--- src/rtl/xlat_pkg.sv ---
package xlat_pkg;
    localparam int VA_W  = 31;
    localparam int OFF_W = 12;
    localparam int PPN_W = 15;
    localparam int VPN_W = VA_W - OFF_W;
    localparam int PA_W  = PPN_W + OFF_W;

    typedef logic [VPN_W-1:0] vpn_t;
    typedef logic [PPN_W-1:0] ppn_t;
    typedef logic [OFF_W-1:0] off_t;

    typedef struct packed {
        vpn_t vpn;
        off_t off;
    } vaddr_t;

    typedef struct packed {
        ppn_t ppn;
        off_t off;
    } paddr_t;

    typedef struct packed {
        logic en;
        vpn_t vpn;
        ppn_t ppn;
    } fill_req_t;

    function automatic int unsigned ptr_width(input int unsigned n);
        return (n > 1) ? $clog2(n) : 1;
    endfunction
endpackage

--- src/rtl/xlat_match.sv ---
module xlat_match
    import xlat_pkg::*;
#(
    parameter int N = 2
) (
    input  logic [N-1:0]        valid,
    input  logic [N-1:0][VPN_W-1:0] vpn,
    input  vpn_t                key,
    output logic [N-1:0]        match
);
    for (genvar g = 0; g < N; g++) begin : g_cmp
        assign match[g] = valid[g] && (vpn[g] == key);
    end
endmodule

--- src/rtl/xlat_victim.sv ---
module xlat_victim
    import xlat_pkg::*;
#(
    parameter int N = 2
) (
    input  logic         clk,
    input  logic         rst,
    input  logic [N-1:0] valid,
    input  logic         alloc,
    output logic [N-1:0] sel
);
    localparam int PW = ptr_width(N);
    localparam logic [PW-1:0] LAST = PW'(N - 1);

    logic [PW-1:0] rr_q;
    logic [N-1:0]  free_sel;
    logic          any_free;

    always_comb begin
        free_sel = '0;
        any_free = 1'b0;
        for (int i = 0; i < N; i++) begin
            if (!valid[i] && !any_free) begin
                free_sel[i] = 1'b1;
                any_free    = 1'b1;
            end
        end
    end

    always_comb begin
        sel = '0;
        if (alloc) begin
            if (any_free) begin
                sel = free_sel;
            end else begin
                for (int i = 0; i < N; i++) begin
                    sel[i] = (rr_q == PW'(i));
                end
            end
        end
    end

    always_ff @(posedge clk) begin
        if (rst) begin
            rr_q <= '0;
        end else if (alloc && !any_free) begin
            rr_q <= (rr_q == LAST) ? '0 : rr_q + 1'b1;
        end
    end
endmodule

--- src/rtl/xlat_store.sv ---
module xlat_store
    import xlat_pkg::*;
#(
    parameter int N = 2
) (
    input  logic                    clk,
    input  logic                    rst,
    input  logic                    flush,
    input  logic [N-1:0]            wr_sel,
    input  vpn_t                    wr_vpn,
    input  ppn_t                    wr_ppn,
    output logic [N-1:0]            valid,
    output logic [N-1:0][VPN_W-1:0] vpn,
    output logic [N-1:0][PPN_W-1:0] ppn
);
    for (genvar g = 0; g < N; g++) begin : g_ent
        always_ff @(posedge clk) begin
            if (rst) begin
                valid[g] <= 1'b0;
                vpn[g]   <= '0;
                ppn[g]   <= '0;
            end else if (flush) begin
                valid[g] <= 1'b0;
            end else if (wr_sel[g]) begin
                valid[g] <= 1'b1;
                vpn[g]   <= wr_vpn;
                ppn[g]   <= wr_ppn;
            end
        end
    end
endmodule

--- src/rtl/xlat_pmux.sv ---
module xlat_pmux
    import xlat_pkg::*;
#(
    parameter int N = 2
) (
    input  logic [N-1:0]            sel,
    input  logic [N-1:0][PPN_W-1:0] ppn,
    output ppn_t                    out
);
    if (N == 2) begin : g_two
        assign out = sel[1] ? ppn[1] : (sel[0] ? ppn[0] : '0);
    end else begin : g_wide
        always_comb begin
            out = '0;
            for (int i = 0; i < N; i++) begin
                out |= ppn[i] & {PPN_W{sel[i]}};
            end
        end
    end
endmodule

--- src/rtl/xlat_tlb.sv ---
module xlat_tlb
    import xlat_pkg::*;
#(
    parameter int ENTRIES = 2
) (
    input  logic             clk,
    input  logic             rst,
    input  logic             lk_valid,
    input  logic [VA_W-1:0]  lk_vaddr,
    output logic [PA_W-1:0]  lk_paddr,
    output logic             lk_hit,
    output logic             lk_miss,
    input  logic             fill_en,
    input  logic [VPN_W-1:0] fill_vpn,
    input  logic [PPN_W-1:0] fill_ppn,
    input  logic             flush
);
    logic [ENTRIES-1:0]            ent_valid;
    logic [ENTRIES-1:0][VPN_W-1:0] ent_vpn;
    logic [ENTRIES-1:0][PPN_W-1:0] ent_ppn;

    vaddr_t    va;
    paddr_t    pa;
    fill_req_t req;
    ppn_t      sel_ppn;

    logic [ENTRIES-1:0] lk_match;
    logic [ENTRIES-1:0] fl_match;
    logic [ENTRIES-1:0] new_sel;
    logic [ENTRIES-1:0] wr_sel;
    logic               any_match;
    logic               fl_dup;
    logic               fl_take;
    logic               fl_new;

    assign va  = vaddr_t'(lk_vaddr);
    assign req = '{en: fill_en, vpn: fill_vpn, ppn: fill_ppn};

    xlat_match #(.N(ENTRIES)) u_lk_cmp (
        .valid (ent_valid),
        .vpn   (ent_vpn),
        .key   (va.vpn),
        .match (lk_match)
    );

    xlat_match #(.N(ENTRIES)) u_fl_cmp (
        .valid (ent_valid),
        .vpn   (ent_vpn),
        .key   (req.vpn),
        .match (fl_match)
    );

    assign fl_take = req.en && !flush;
    assign fl_dup  = |fl_match;
    assign fl_new  = fl_take && !fl_dup;

    xlat_victim #(.N(ENTRIES)) u_victim (
        .clk   (clk),
        .rst   (rst),
        .valid (ent_valid),
        .alloc (fl_new),
        .sel   (new_sel)
    );

    assign wr_sel = fl_take ? (fl_dup ? fl_match : new_sel) : '0;

    xlat_store #(.N(ENTRIES)) u_store (
        .clk    (clk),
        .rst    (rst),
        .flush  (flush),
        .wr_sel (wr_sel),
        .wr_vpn (req.vpn),
        .wr_ppn (req.ppn),
        .valid  (ent_valid),
        .vpn    (ent_vpn),
        .ppn    (ent_ppn)
    );

    xlat_pmux #(.N(ENTRIES)) u_pmux (
        .sel (lk_match),
        .ppn (ent_ppn),
        .out (sel_ppn)
    );

    assign any_match = |lk_match;
    assign lk_hit    = lk_valid && any_match;
    assign lk_miss   = lk_valid && !any_match;

    always_comb begin
        pa = '0;
        if (lk_hit) begin
            pa.ppn = sel_ppn;
            pa.off = va.off;
        end
    end
    assign lk_paddr = pa;
endmodule

--- config.mk ---
export PLATFORM = sky130hd
export DESIGN_NAME = xlat_tlb
export DESIGN_NICKNAME = d
export VERILOG_FILES = /design/src/rtl/xlat_pkg.sv /design/src/rtl/xlat_match.sv /design/src/rtl/xlat_victim.sv /design/src/rtl/xlat_store.sv /design/src/rtl/xlat_pmux.sv /design/src/rtl/xlat_tlb.sv
export SDC_FILE = /design/constraint.sdc
export NUM_CORES = 1
export LEC_CHECK = 0
export CORE_MARGIN = 10
export CORE_UTILIZATION = 60
export DETAILED_ROUTE_END_ITERATION = 12
export DONT_BUFFER_PORTS = 1
export GPL_ROUTABILITY_DRIVEN = 0
export HOLD_SLACK_MARGIN = 0.12
export PLACE_DENSITY_LB_ADDON = 0.12
export SLEW_MARGIN = 30
export SYNTH_ARGS = -nofsm -noshare
export SYNTH_HDL_FRONTEND = slang
export SYNTH_SLANG_ARGS = --single-unit
--- constraint.sdc ---
create_clock -name clk -period 2.3 [get_ports clk]
set_input_delay 0.23 -clock clk [delete_from_list [all_inputs] [get_ports clk]]
set_output_delay 0.23 -clock clk [all_outputs]
set_load 0.02 [all_outputs]
Word-level counts from Yosys, hierarchy flattened

Cells that the tools add are included.

Flip-flop bits (word level): 71
Logic and storage cells: 45
Bits of input ports: 70
Output and inout port bits: 29

Add/sub/neg operators: 1
Equal/unequal tests: 4
Bitwise logic cells: 2
Multiplexer cells: 11
Reductions and logical operators: 20

Operators with widths:

| operator                            | count |
|---|---|
| 19-bit == test                      | 4 |
| 15-bit two-way mux                  | 2 |
| 27-bit two-way mux                  | 1 |
| 1-bit logical AND                   | 10 |
| 2-bit two-way mux                   | 4 |
| 2-bit OR reduction                  | 3 |
| 1-bit zero test                     | 5 |
| 1-bit two-way mux                   | 4 |
| 2-bit AND reduction                 | 2 |
| 1-bit NOT                           | 2 |
| 1-bit adder (second input constant) | 1 |

Logic depth before layout (Yosys ltp)

Gate-level depths: netlist of run 1.

Depth after elaboration: 9
Depth in mapped cells: 9
Depth with buffers taken out: 7

Hierarchy

A second synthesis of run 1 with hierarchy kept.

Cell total of the unflattened synthesis: 443
Area total of the unflattened synthesis: 4300.4 µm²

Modules (own cells, without submodules):

| module      | times used | seq. area each (µm²) | area an instance (µm²) | cells each |
|---|---|---|---|---|
| xlat_store  | 1          | 1401.3               | 2894.0                 | 269 |
| xlat_match  | 2          | 0.0                  | 420.4                  | 52 |
| xlat_tlb    | 1          | 0.0                  | 302.8                  | 39 |
| xlat_pmux   | 1          | 0.0                  | 192.7                  | 23 |
| xlat_victim | 1          | 20.0                 | 70.1                   | 8 |

Worst setup path before layout of run 1

Ideal clock, no wire load.

Path type: reg2out
From: register u_store.vpn[32] in the netlist's numbering
To: output port lk_paddr[10]
Cell stages (with the launch flop): 10
Arrival: 1.718 ns
Slack: 0.352 ns
Path buffers: 2
Data required time: 2.070 ns
Path through: dfxtp_1 > xnor2_1 > nand4_1 > nor3_1 > a22oi_1 > nand2b_1 > clkbuf_1 > inv_1 > buf_2 > and2_1

Cells in the longest elaborated chain, start to end: 5

Ends and longest elaborated chain:

| item                            | line             | source |
|---|---|---|
| start, declared                 | xlat_store.sv:13 | `output logic [N-1:0][VPN_W-1:0] vpn,` |
| start signal, assigned by index | xlat_store.sv:26 | `vpn[g] <= wr_vpn;` |
| 19-bit == test                  | xlat_match.sv:12 | `assign match[g] = valid[g] && (vpn[g] == key);` |
| 1-bit logical AND               | xlat_match.sv:12 |  |
| 2-bit OR reduction              | xlat_tlb.sv:85   | `assign any_match = \|lk_match;` |
| 1-bit logical AND               | xlat_tlb.sv:86   | `assign lk_hit = lk_valid && any_match;` |
| via lk_hit                      | xlat_tlb.sv:11   | `output logic lk_hit,` |
| 27-bit two-way mux              | xlat_tlb.sv:91   | `if (lk_hit) begin` |
| end, declared                   | xlat_tlb.sv:10   | `output logic [PA_W-1:0] lk_paddr,` |

The timed path passes the listed nets, and every way through them passes these cells.

Worst setup path in the final report of run 1

From: register u_store.vpn[25] in the netlist's numbering
To: output port lk_paddr[18]

Cells in the longest elaborated chain, start to end: 5
Elaborated cells on any way between the ends: 6
Classes of those cells: eq/ne: 1; mux: 2; reduce/logical: 3

Ends and longest elaborated chain:

| item                   | line |
|---|---|
| 19-bit == test (*)     | xlat_match.sv:12 |
| 1-bit logical AND (*)  | xlat_match.sv:12 |
| 2-bit OR reduction     | xlat_tlb.sv:85 |
| 1-bit logical AND      | xlat_tlb.sv:86 |
| 27-bit two-way mux (*) | xlat_tlb.sv:91 |

Every way passes the cells marked *; elsewhere a longest branch is shown, timed or not.

==> results of run 1 <==
## cells in the mapped netlist, types with 3 or more instances
master    count
xor2_1       24
nand4_1      20
nor3_1        3
inv_1         3
nor4_1        6
and2_1       13
clkbuf_1     12
buf_6         4
dfxtp_1      71
nor2_1       23
mux2i_1      83
xnor2_1      52
nand2b_1    102
## cells by family (layout without fill, tap and decap cells)
logic type	after synthesis	after routing	share of synthesized area (%)
flip-flops	71	71	33.8
XOR/XNOR	76	76	15.8
AND/OR/NAND/NOR	176	176	24.9
multiplexers	84	84	20.0
buffers and inverters	24	86	3.54
AO/OA/AOI/OAI	9	9	1.85
## sequential cells by signal (all words and copies together) (netlist names)
register / count
u_store.ppn: 30
u_store.valid: 2
u_victim.rr_q: 1
u_store.vpn: 38
## cell type report
type | count | area, µm²
fillers | 469 | 1590
clock buffers | 9 | 124
multi-input cells | 345 | 2760
repair buffers | 68 | 688
inverters | 3 | 11.3
flip-flops and latches | 71 | 1430
well taps | 96 | 120
clock inverters | 6 | 62.6
## worst max-delay path: stages (launching register included)
cell and delay [ns]:
dfxtp_1 0.36, xnor2_2 0.23, nand4_1 0.15, nor3_2 0.21, nand2_1 0.11, buf_6 0.20
mux2i_1 0.14, nor2_1 0.11, buf_4 0.15
## worst min path at each step
stage / from / endpoint / slack (ns) / depth (start not counted)
floorplan: fill_en / u_store.valid[0]$_SDFFE_PP0P_ / 0.39 / 2
global placement: fill_en / u_store.valid[0]$_SDFFE_PP0P_ / 0.41 / 2
detailed placement: fill_en / u_store.valid[0]$_SDFFE_PP0P_ / 0.41 / 2
CTS: fill_vpn[8] / u_store.vpn[27]$_SDFFE_PP0P_ / 0.12 / 2
global route: fill_vpn[5] / u_store.vpn[24]$_SDFFE_PP0P_ / 0.15 / 2
finish: fill_vpn[5] / u_store.vpn[24]$_SDFFE_PP0P_ / 0.15 / 2
## per-stage QoR
step           setup TNS [ns]  hold WS, ns
2_1_floorplan               0        0.395
3_3_place_gp                0        0.406
3_5_place_dp                0        0.407
4_1_cts                     0        0.122
5_1_grt                -0.570        0.147
6_report                    0        0.149
## power by group
| group | internal [mW] | total, mW | leakage (nW) | switching (mW) |
|---|---|---|---|---|
| Combinational | 0.220 | 0.385 | 1.49 | 0.165 |
| Clock | 0.490 | 0.973 | 0.0871 | 0.483 |
| Sequential | 1.27 | 1.31 | 0.581 | 0.0370 |
| Total | 1.98 | 2.66 | 2.16 | 0.685 |
## layer usage
metal	wire length [µm]	GRT usage (%)	vias up
met5	0	0	-
met4	160	6.86	0
met3	1110	7.31	16
met2	5470	34.1	124
met1	4850	24.7	1562
li1	-	-	1594
## repair_timing
| item | in CTS | in global routing |
|---|---|---|
| buffers inserted | 0 | 2 |
| endpoints found under the setup margin | 24 | 28 |
| gates cloned | 0 | 0 |
| hold endpoints to repair | 71 | 1 |
| resized for setup | 10 | 23 |
| pin swaps | 1 | 4 |
| hold buffers | 40 | 1 |
==> impl_metrics.py, run 1 <==
metrics = {
    "worst_setup_path": {
        "cp-end-kind": "primary output",
        "critPathLaunchType": "register",
        "endpoint": "lk_paddr[18]",
        "worstPathArrival_ns": 2.02,
        "worstReg2RegEnd": "u_store.vpn[6]$_SDFFE_PP0P_",
        "path_class": "reg -> out",
        "worstReg2RegStart": "u_store.vpn[15]$_SDFFE_PP0P_",
        "worst_ep_required_time_ns": 2.07,
        "cp-startpoint": "u_store.vpn[25]$_SDFFE_PP0P_",
        "path_max_fanout": 15,
        "rrSetupSlack_ns": 0.15,
        "rr_worst_depth": 7,
    },
    "place": {
        "dp_hpwl_mm": 7.80,
        "place.port_buffers": 0,
        "dpl-instance-area_mm2": 0.00442,
        "post-place-cells": 540,
        "pre_cts_ws_ns": 0.150,
    },
    "timing": {
        "max_freq_mhz": 445,
        "fin_crit_sh_pct": 97.8,
        "period_minus_slack_ns": 2.25,
        "tightest_slew_ns": 0.371,
        "finalWorstSetupSlack_ns": 0.0506,
        "hold_viol_final": 0,
        "relSlewSlack_pct": 75.0,
        "maxSlewViolCount": 0,
        "setup_viol": 0,
        "clock_skew_ns": 0.00890,
    },
    "detailed_routing": {
        "ant_nets": 0,
        "detail_route.wl_per_cell_um": 19.4,
        "wl_mm": 11.6,
        "dr.pass1.iters": 4,
        "drc": 0,
        "vias": 3296,
        "drt_iter0_markers": 177,
        "viasPerCell": 5.51,
    },
    "finish": {
        "drive_gt1_share_pct": 15.7,
        "syn2layout_area_growth_pct": 23.8,
        "n_antenna_cell": 0,
        "stdcell_count": 598,
        "final_area_mm2": 0.00520,
        "final_core_util_pct": 76.6,
        "fin_nets": 568,
        "layout_commonest_cell": "nand2b_1",
        "final_cell_mix": "101 x nand2b_1, 82 x mux2i_1, 63 x dfxtp_1",
    },
    "clocking": {
        "root_buffer": "clkbuf_8",
        "cts_tree": "built",
        "cts_buffers": 9,
        "htreeDepth": 3,
        "cts.sinks": 71,
        "clk_pin_slew_ns": 0.07,
        "clock_latency_ns": 0.35,
        "cts_buffer_depth": 2,
    },
    "global_route": {
        "grt_max_degree": 99,
        "grt.overflow.total": 0,
        "grt_usage_pct": 20.8,
        "first_global_vias": 3482,
        "antenna_found_initial": 0,
        "grt_pass1_wl_mm": 18.3,
    },
    "pwr": {
        "vdd_drop_max_v": 0.000385,
        "power_per_cell_area_mw_per_mm2": 512,
        "leakage_nw": 2.16,
        "finalPower_mw": 2.66,
    },
    "hold_path": {
        "holdCritPathClass": "in -> reg",
    },
    "synthesis": {
        "synth_edf_count": 0,
        "syn_inst": 440,
        "syn_nets": 510,
        "yosysTopAreaCellShare_pct": 33.8,
        "yosysTopAreaCell": "dfxtp_1",
        "ys_types": 32,
        "synth-async-reset-ratio_pct": 0,
        "ys_ff_latch": 71,
        "synth_area_mm2": 0.00420,
        "synth.area.top_cells": "dfxtp_1 34%, mux2i_1 20%, nand2b_1 15%",
        "ys_warn_count": 0,
        "ys.flop_type": "dfxtp_1",
        "synth-seq-area-share_pct": 33.8,
        "syn_avg_cell_area_um2": 9.55,
    },
    "die": {
        "dieArea_mm2": 0.0107,
        "rows": 30,
        "die_w_um": 104,
        "start_util_pct": 61.8,
        "die_h_um": 104,
        "core_mm2": 0.00679,
        "ios": 99,
    },
    "outcome": {
        "run_status": "completed",
    },
    "run": {
        "cap_violations": 0,
    },
}
No activity file was read; power rests on OpenSTA's default activity.
==> run 2: changes to the inputs <==
--- a/config.mk
+++ b/config.mk
@@ -5,8 +5,9 @@
 export SDC_FILE = /design/constraint.sdc
 export NUM_CORES = 1
 export LEC_CHECK = 0
+export CAP_MARGIN = 20
 export CORE_MARGIN = 10
-export CORE_UTILIZATION = 60
+export CORE_UTILIZATION = 47
 export DETAILED_ROUTE_END_ITERATION = 12
 export DONT_BUFFER_PORTS = 1
 export GPL_ROUTABILITY_DRIVEN = 0
==> run 2 against run 1 <==
  * Sequential power about the same
  * Maximum frequency grew 0.77%
  * Final cell count increased by 1.5%
  * Die area rose by 22%
  * Largest cell class unchanged
  * Global-route usage is 3.4 points lower
  * Combinational power hardly changed
  * Worst setup slack improved by 0.017 ns
  * Non-clock buffer count is 4 lower
==> impl_metrics.py, run 2 (synthesis results as in run 1) <==
metrics = {
    "detailed_routing": {
        "detail_route.wl_per_cell_um": 19.0,
        "ant_nets": 0,
        "viasPerCell": 5.31,
        "drt_iter0_markers": 188,
        "dr.pass1.iters": 7,
        "wl_mm": 11.5,
        "drc": 0,
        "vias": 3221,
    },
    "clocking": {
        "htreeDepth": 3,
        "root_buffer": "clkbuf_8",
        "cts_buffer_depth": 2,
        "cts_buffers": 9,
        "clock_latency_ns": 0.35,
        "cts.sinks": 71,
        "cts_tree": "built",
        "clk_pin_slew_ns": 0.09,
        "post-cts-setup-buffers": 0,
    },
    "worst_setup_path": {
        "path_class": "reg -> out",
        "worst_ep_required_time_ns": 2.07,
        "cp-end-kind": "primary output",
        "worstPathArrival_ns": 2.00,
        "critPathLaunchType": "register",
        "path_max_fanout": 9,
    },
    "global_route": {
        "grt.overflow.total": 0,
        "grt.met1_usage_pct": 22.1,
        "grt_pass1_wl_mm": 18.4,
        "use_met2_pct": 27.3,
        "busiest_layer": "met2",
        "grt_usage_pct": 17.4,
        "antenna_found_initial": 0,
        "met3_usage_pct": 5.61,
        "grt_max_degree": 101,
        "first_global_vias": 3432,
    },
    "run": {
        "cap_violations": 0,
    },
    "finish": {
        "top_regs": "u_store.vpn: 38 flops, u_store.ppn: 30 flops, u_store.valid: 2 flops",
        "final_cell_mix": "101 x nand2b_1, 82 x mux2i_1, 51 x dfxtp_1",
        "n_antenna_cell": 0,
        "syn2layout_area_growth_pct": 26.3,
        "multi_input_area_mm2": 0.00285,
        "regMostFlops": "u_store.vpn",
        "nFillCells": 738,
        "final_core_util_pct": 60.8,
        "layout_commonest_cell": "nand2b_1",
        "drive_gt1_share_pct": 21.6,
        "fin_nets": 564,
        "seq_area_mm2": 0.00145,
        "final_area_mm2": 0.00531,
        "largest_register_ffs": 38,
    },
    "timing": {
        "setup_viol": 0,
        "fin_crit_sh_pct": 97.1,
        "hold_viol_final": 0,
        "rsz0062_at_grt": "yes",
        "tightest_slew_ns": 0.330,
        "maxSlewViolCount": 0,
        "max_freq_mhz": 448,
        "finalWorstSetupSlack_ns": 0.0678,
        "clock_skew_ns": 0.0161,
        "relSlewSlack_pct": 77.8,
        "period_minus_slack_ns": 2.23,
    },
    "die": {
        "rows": 34,
        "die_w_um": 115,
        "core_mm2": 0.00872,
        "die_h_um": 115,
        "start_util_pct": 48.2,
        "dieArea_mm2": 0.0131,
        "ios": 99,
    },
    "hold_path": {
        "holdCritPathClass": "in -> reg",
    },
    "pwr": {
        "vdd_drop_max_v": 0.000330,
        "leakage_nw": 2.21,
        "power_per_cell_area_mw_per_mm2": 534,
    },
    "place": {
        "dpl-instance-area_mm2": 0.00442,
        "place.port_buffers": 0,
        "pre_cts_ws_ns": 0.216,
        "dp_hpwl_mm": 8.05,
    },
    "outcome": {
        "run_status": "completed",
    },
}
run 2: area by class of cell:
cell class / instances / area share, %
Multi-Input combinational cell: 345 / 53.7
Sequential cell: 71 / 27.3
Tap cell: 108 / 2.55
Timing Repair Buffer: 64 / 12.0
Clock buffer: 9 / 2.33
Clock inverter: 7 / 1.93
Inverter: 3 / 0.212
run 2: what timing repair did:
| item | in CTS | in global routing |
|---|---|---|
| gates resized for setup | 27 | 35 |
| pin swaps | 1 | 6 |
| hold endpoints to repair | 71 | 0 |
| hold buffers | 40 | 0 |
| setup endpoints to repair | 28 | 28 |
run 2: metal layers:
metal	share of wire, %	vias to the layer above	wire length, µm
met2	47	98	5400
met3	8.5	9	981
met1	44	1530	5020
li1	-	1584	-
met4	0.96	0	110
met5	0	-	0
run 2: path summary, 6_finish.rpt:
check	startpoint	end	slack, ns	depth (start not counted)
min reg2reg	u_store.ppn[21]$_SDFFE_PP0P_	u_store.ppn[21]$_SDFFE_PP0P_	0.47	2
max reg2reg	u_store.vpn[8]$_SDFFE_PP0P_	u_store.vpn[5]$_SDFFE_PP0P_	0.24	7
min	fill_vpn[5]	u_store.vpn[24]$_SDFFE_PP0P_	0.15	2
max	u_store.vpn[18]$_SDFFE_PP0P_	lk_paddr[23]	0.07	8
run 2: stage by stage:
stage	TNS [ns]	hold slack [ns]	cells	total power, mW
after floorplan	0	0.395	440	1.57
after global placement	0	0.407	551	1.61
after detailed placement	0	0.415	551	1.61
after CTS	0	0.125	607	2.83
after global routing	-0.203	0.151	607	2.94
final	0	0.146	607	2.83
run 2: critical path, stage by stage, from the launching register on:
cell	delay, ns
dfxtp_2	0.35
xnor2_1	0.20
nand4_1	0.15
nor3_2	0.22
a22oi_2	0.10
nand2b_4	0.17
buf_4	0.18
nor2_1	0.13
buf_4	0.15
run 2: power breakdown:
| group | internal [mW] | switching, mW | leakage, nW |
|---|---|---|---|
| Sequential | 1.27 | 0.0387 | 0.586 |
| Clock | 0.622 | 0.518 | 0.110 |
| Combinational | 0.222 | 0.161 | 1.52 |
==> run 3: changes to the inputs <==
--- a/config.mk
+++ b/config.mk
@@ -7,7 +7,7 @@
 export LEC_CHECK = 0
 export CAP_MARGIN = 20
 export CORE_MARGIN = 10
-export CORE_UTILIZATION = 47
+export CORE_UTILIZATION = 50
 export DETAILED_ROUTE_END_ITERATION = 12
 export DONT_BUFFER_PORTS = 1
 export GPL_ROUTABILITY_DRIVEN = 0
==> constraint.sdc (replaced) <==
create_clock -name clk -period 2.7 [get_ports clk]
set_input_delay 0.27 -clock clk [delete_from_list [all_inputs] [get_ports clk]]
set_output_delay 0.27 -clock clk [all_outputs]
set_load 0.02 [all_outputs]
==> run 3 against run 2 <==
  * Largest cell class unchanged
  * Via count decreased by 1.9%
  * Sequential share of layout area is 1.9 points higher
  * Largest power group unchanged
  * Count of clock-buffer cells in the layout rose by 2
  * Wire length is 2.6% lower
  * Total power is 17% lower
  * Clock power down 16%
  * Critical path type unchanged
  * Flip-flop and latch count did not move
==> impl_metrics.py, run 3 (synthesis results as in run 1) <==
metrics = {
    "outcome": {
        "run_status": "completed",
    },
    "worst_setup_path": {
        "critPathLaunchType": "register",
        "worst_ep_required_time_ns": 2.43,
        "cp-startpoint": "u_store.vpn[32]$_SDFFE_PP0P_",
        "rr_worst_depth": 6,
        "cpLargestDelayFamily": "simple AND/OR/NAND/NOR gates",
        "cp_cell_sequence": "xnor2_1 -> nand4_1 -> nor3_1 -> a22oi_1 -> nand2b_1 -> buf_4 -> nor2_1",
        "worstReg2RegStart": "u_store.vpn[26]$_SDFFE_PP0P_",
        "worstSetupPathDepth": 7,
        "cp-end-kind": "primary output",
        "critical_path_buf_inv_count": 1,
        "path_max_fanout": 15,
        "cpPeakStageDelay_ns": 0.35,
        "cpMaxStageDelayCell": "dfxtp_1",
        "path_class": "reg -> out",
        "worstPathArrival_ns": 2.34,
    },
    "place": {
        "place.port_buffers": 0,
        "dp_hpwl_mm": 7.86,
        "dpl-instance-area_mm2": 0.00427,
    },
    "global_route": {
        "grt_pass1_wl_mm": 17.9,
        "grt_max_degree": 55,
        "grt.overflow.total": 0,
        "grt_usage_pct": 17.4,
        "first_global_vias": 3240,
        "antenna_found_initial": 0,
    },
    "detailed_routing": {
        "detail_route.wl_per_cell_um": 19.2,
        "drt_iter0_markers": 135,
        "wl_mm": 11.2,
        "drc": 0,
        "dr.pass1.iters": 4,
        "vias": 3159,
        "ant_nets": 0,
        "viasPerCell": 5.41,
    },
    "finish": {
        "top_regs": "u_store.vpn: 38 flops, u_store.ppn: 30 flops, u_store.valid: 2 flops",
        "seq_area_mm2": 0.00142,
        "layout_commonest_cell": "nand2b_1",
        "final_area_mm2": 0.00488,
        "nFillCells": 741,
        "final_cell_mix": "102 x nand2b_1, 83 x mux2i_1, 71 x dfxtp_1",
        "multi_input_area_mm2": 0.00264,
        "regMostFlops": "u_store.vpn",
        "largest_register_ffs": 38,
        "drive_gt1_share_pct": 7.52,
        "syn2layout_area_growth_pct": 16.1,
        "fin_nets": 544,
        "n_antenna_cell": 0,
    },
    "die": {
        "core_mm2": 0.00822,
        "die_w_um": 112,
        "die_h_um": 112,
        "rows": 33,
        "start_util_pct": 51.1,
        "dieArea_mm2": 0.0125,
        "ios": 99,
    },
    "clocking": {
        "cts_buffers": 9,
        "cts.sinks": 71,
        "cts_buffer_depth": 2,
        "cts_tree": "built",
        "clock_latency_ns": 0.35,
        "root_buffer": "clkbuf_8",
        "htreeDepth": 3,
        "clk_pin_slew_ns": 0.07,
        "post-cts-setup-buffers": 0,
    },
    "timing": {
        "rsz0062_at_grt": "yes",
        "setup_viol": 0,
        "hold_viol_final": 0,
        "max_freq_mhz": 382,
        "maxSlewViolCount": 0,
        "relSlewSlack_pct": 73.5,
        "fin_crit_sh_pct": 96.9,
        "period_minus_slack_ns": 2.61,
        "tightest_slew_ns": 0.396,
        "clock_skew_ns": 0.0119,
    },
    "hold_path": {
        "hold_depth": 2,
        "holdCritPathClass": "in -> reg",
        "min_from": "fill_ppn[2]",
    },
    "run": {
        "cap_violations": 0,
    },
    "pwr": {
        "finalPower_mw": 2.36,
        "leakage_nw": 1.96,
        "power_per_cell_area_mw_per_mm2": 483,
        "vdd_drop_max_v": 0.000291,
    },
}
[run 3: cell type report]
| type | count | share of cell area [%] |
|---|---|---|
| multi-input combinational | 345 | 54.2 |
| sequential | 71 | 29.1 |
| timing repair buffer | 44 | 9.08 |
| clock buffer | 11 | 2.90 |
| tap | 105 | 2.69 |
| clock inverter | 5 | 1.67 |
| inverter | 3 | 0.308 |
[run 3: layer usage]
| layer | routed length, µm | global-route usage (%) | vias to the layer above |
|---|---|---|---|
| met5 | 0 | 0 | - |
| met2 | 5150 | 27.1 | 92 |
| li1 | - | - | 1541 |
| met1 | 4930 | 22.1 | 1513 |
| met4 | 147 | 4.63 | 0 |
| met3 | 984 | 6.55 | 13 |
[run 3: what timing repair did]
action | 4_1_cts | 5_1_grt
hold buffers | 36 | 0
resized for setup | 0 | 6
endpoints found under the setup margin | 0 | 26
hold endpoints to repair | 65 | 0
[run 3: report_power, final]
part | total, mW | switching (mW) | internal [mW]
registers | 1.11 | 0.0306 | 1.08
clock network | 0.954 | 0.408 | 0.546
logic | 0.290 | 0.123 | 0.166
total | 2.36 | 0.562 | 1.79
[run 3: stage by stage]
| stage | instances | hold slack, ns | worst slack, ns | utilization [%] | TNS (ns) |
|---|---|---|---|---|---|
| 2_1_floorplan | 440 | 0.435 | 0.712 | - | 0 |
| 3_3_place_gp | 532 | 0.446 | 0.409 | 51.9 | 0 |
| 3_5_place_dp | 532 | 0.449 | 0.412 | 51.9 | 0 |
| 4_1_cts | 584 | 0.121 | 0.0132 | 59.2 | 0 |
| 5_1_grt | 584 | 0.132 | -0.0603 | 59.4 | -0.522 |
| 6_report | 584 | 0.132 | 0.0850 | 59.4 | 0 |
[run 3: worst paths after layout]
| path | to | slack (ns) |
|---|---|---|
| worst max-delay path | lk_paddr[20] | 0.09 |
| worst max register to register | u_store.valid[0]$_SDFFE_PP0P_ | 0.37 |
| worst min-delay path | u_store.ppn[2]$_SDFFE_PP0P_ | 0.13 |
| worst min register to register | u_store.ppn[23]$_SDFFE_PP0P_ | 0.48 |
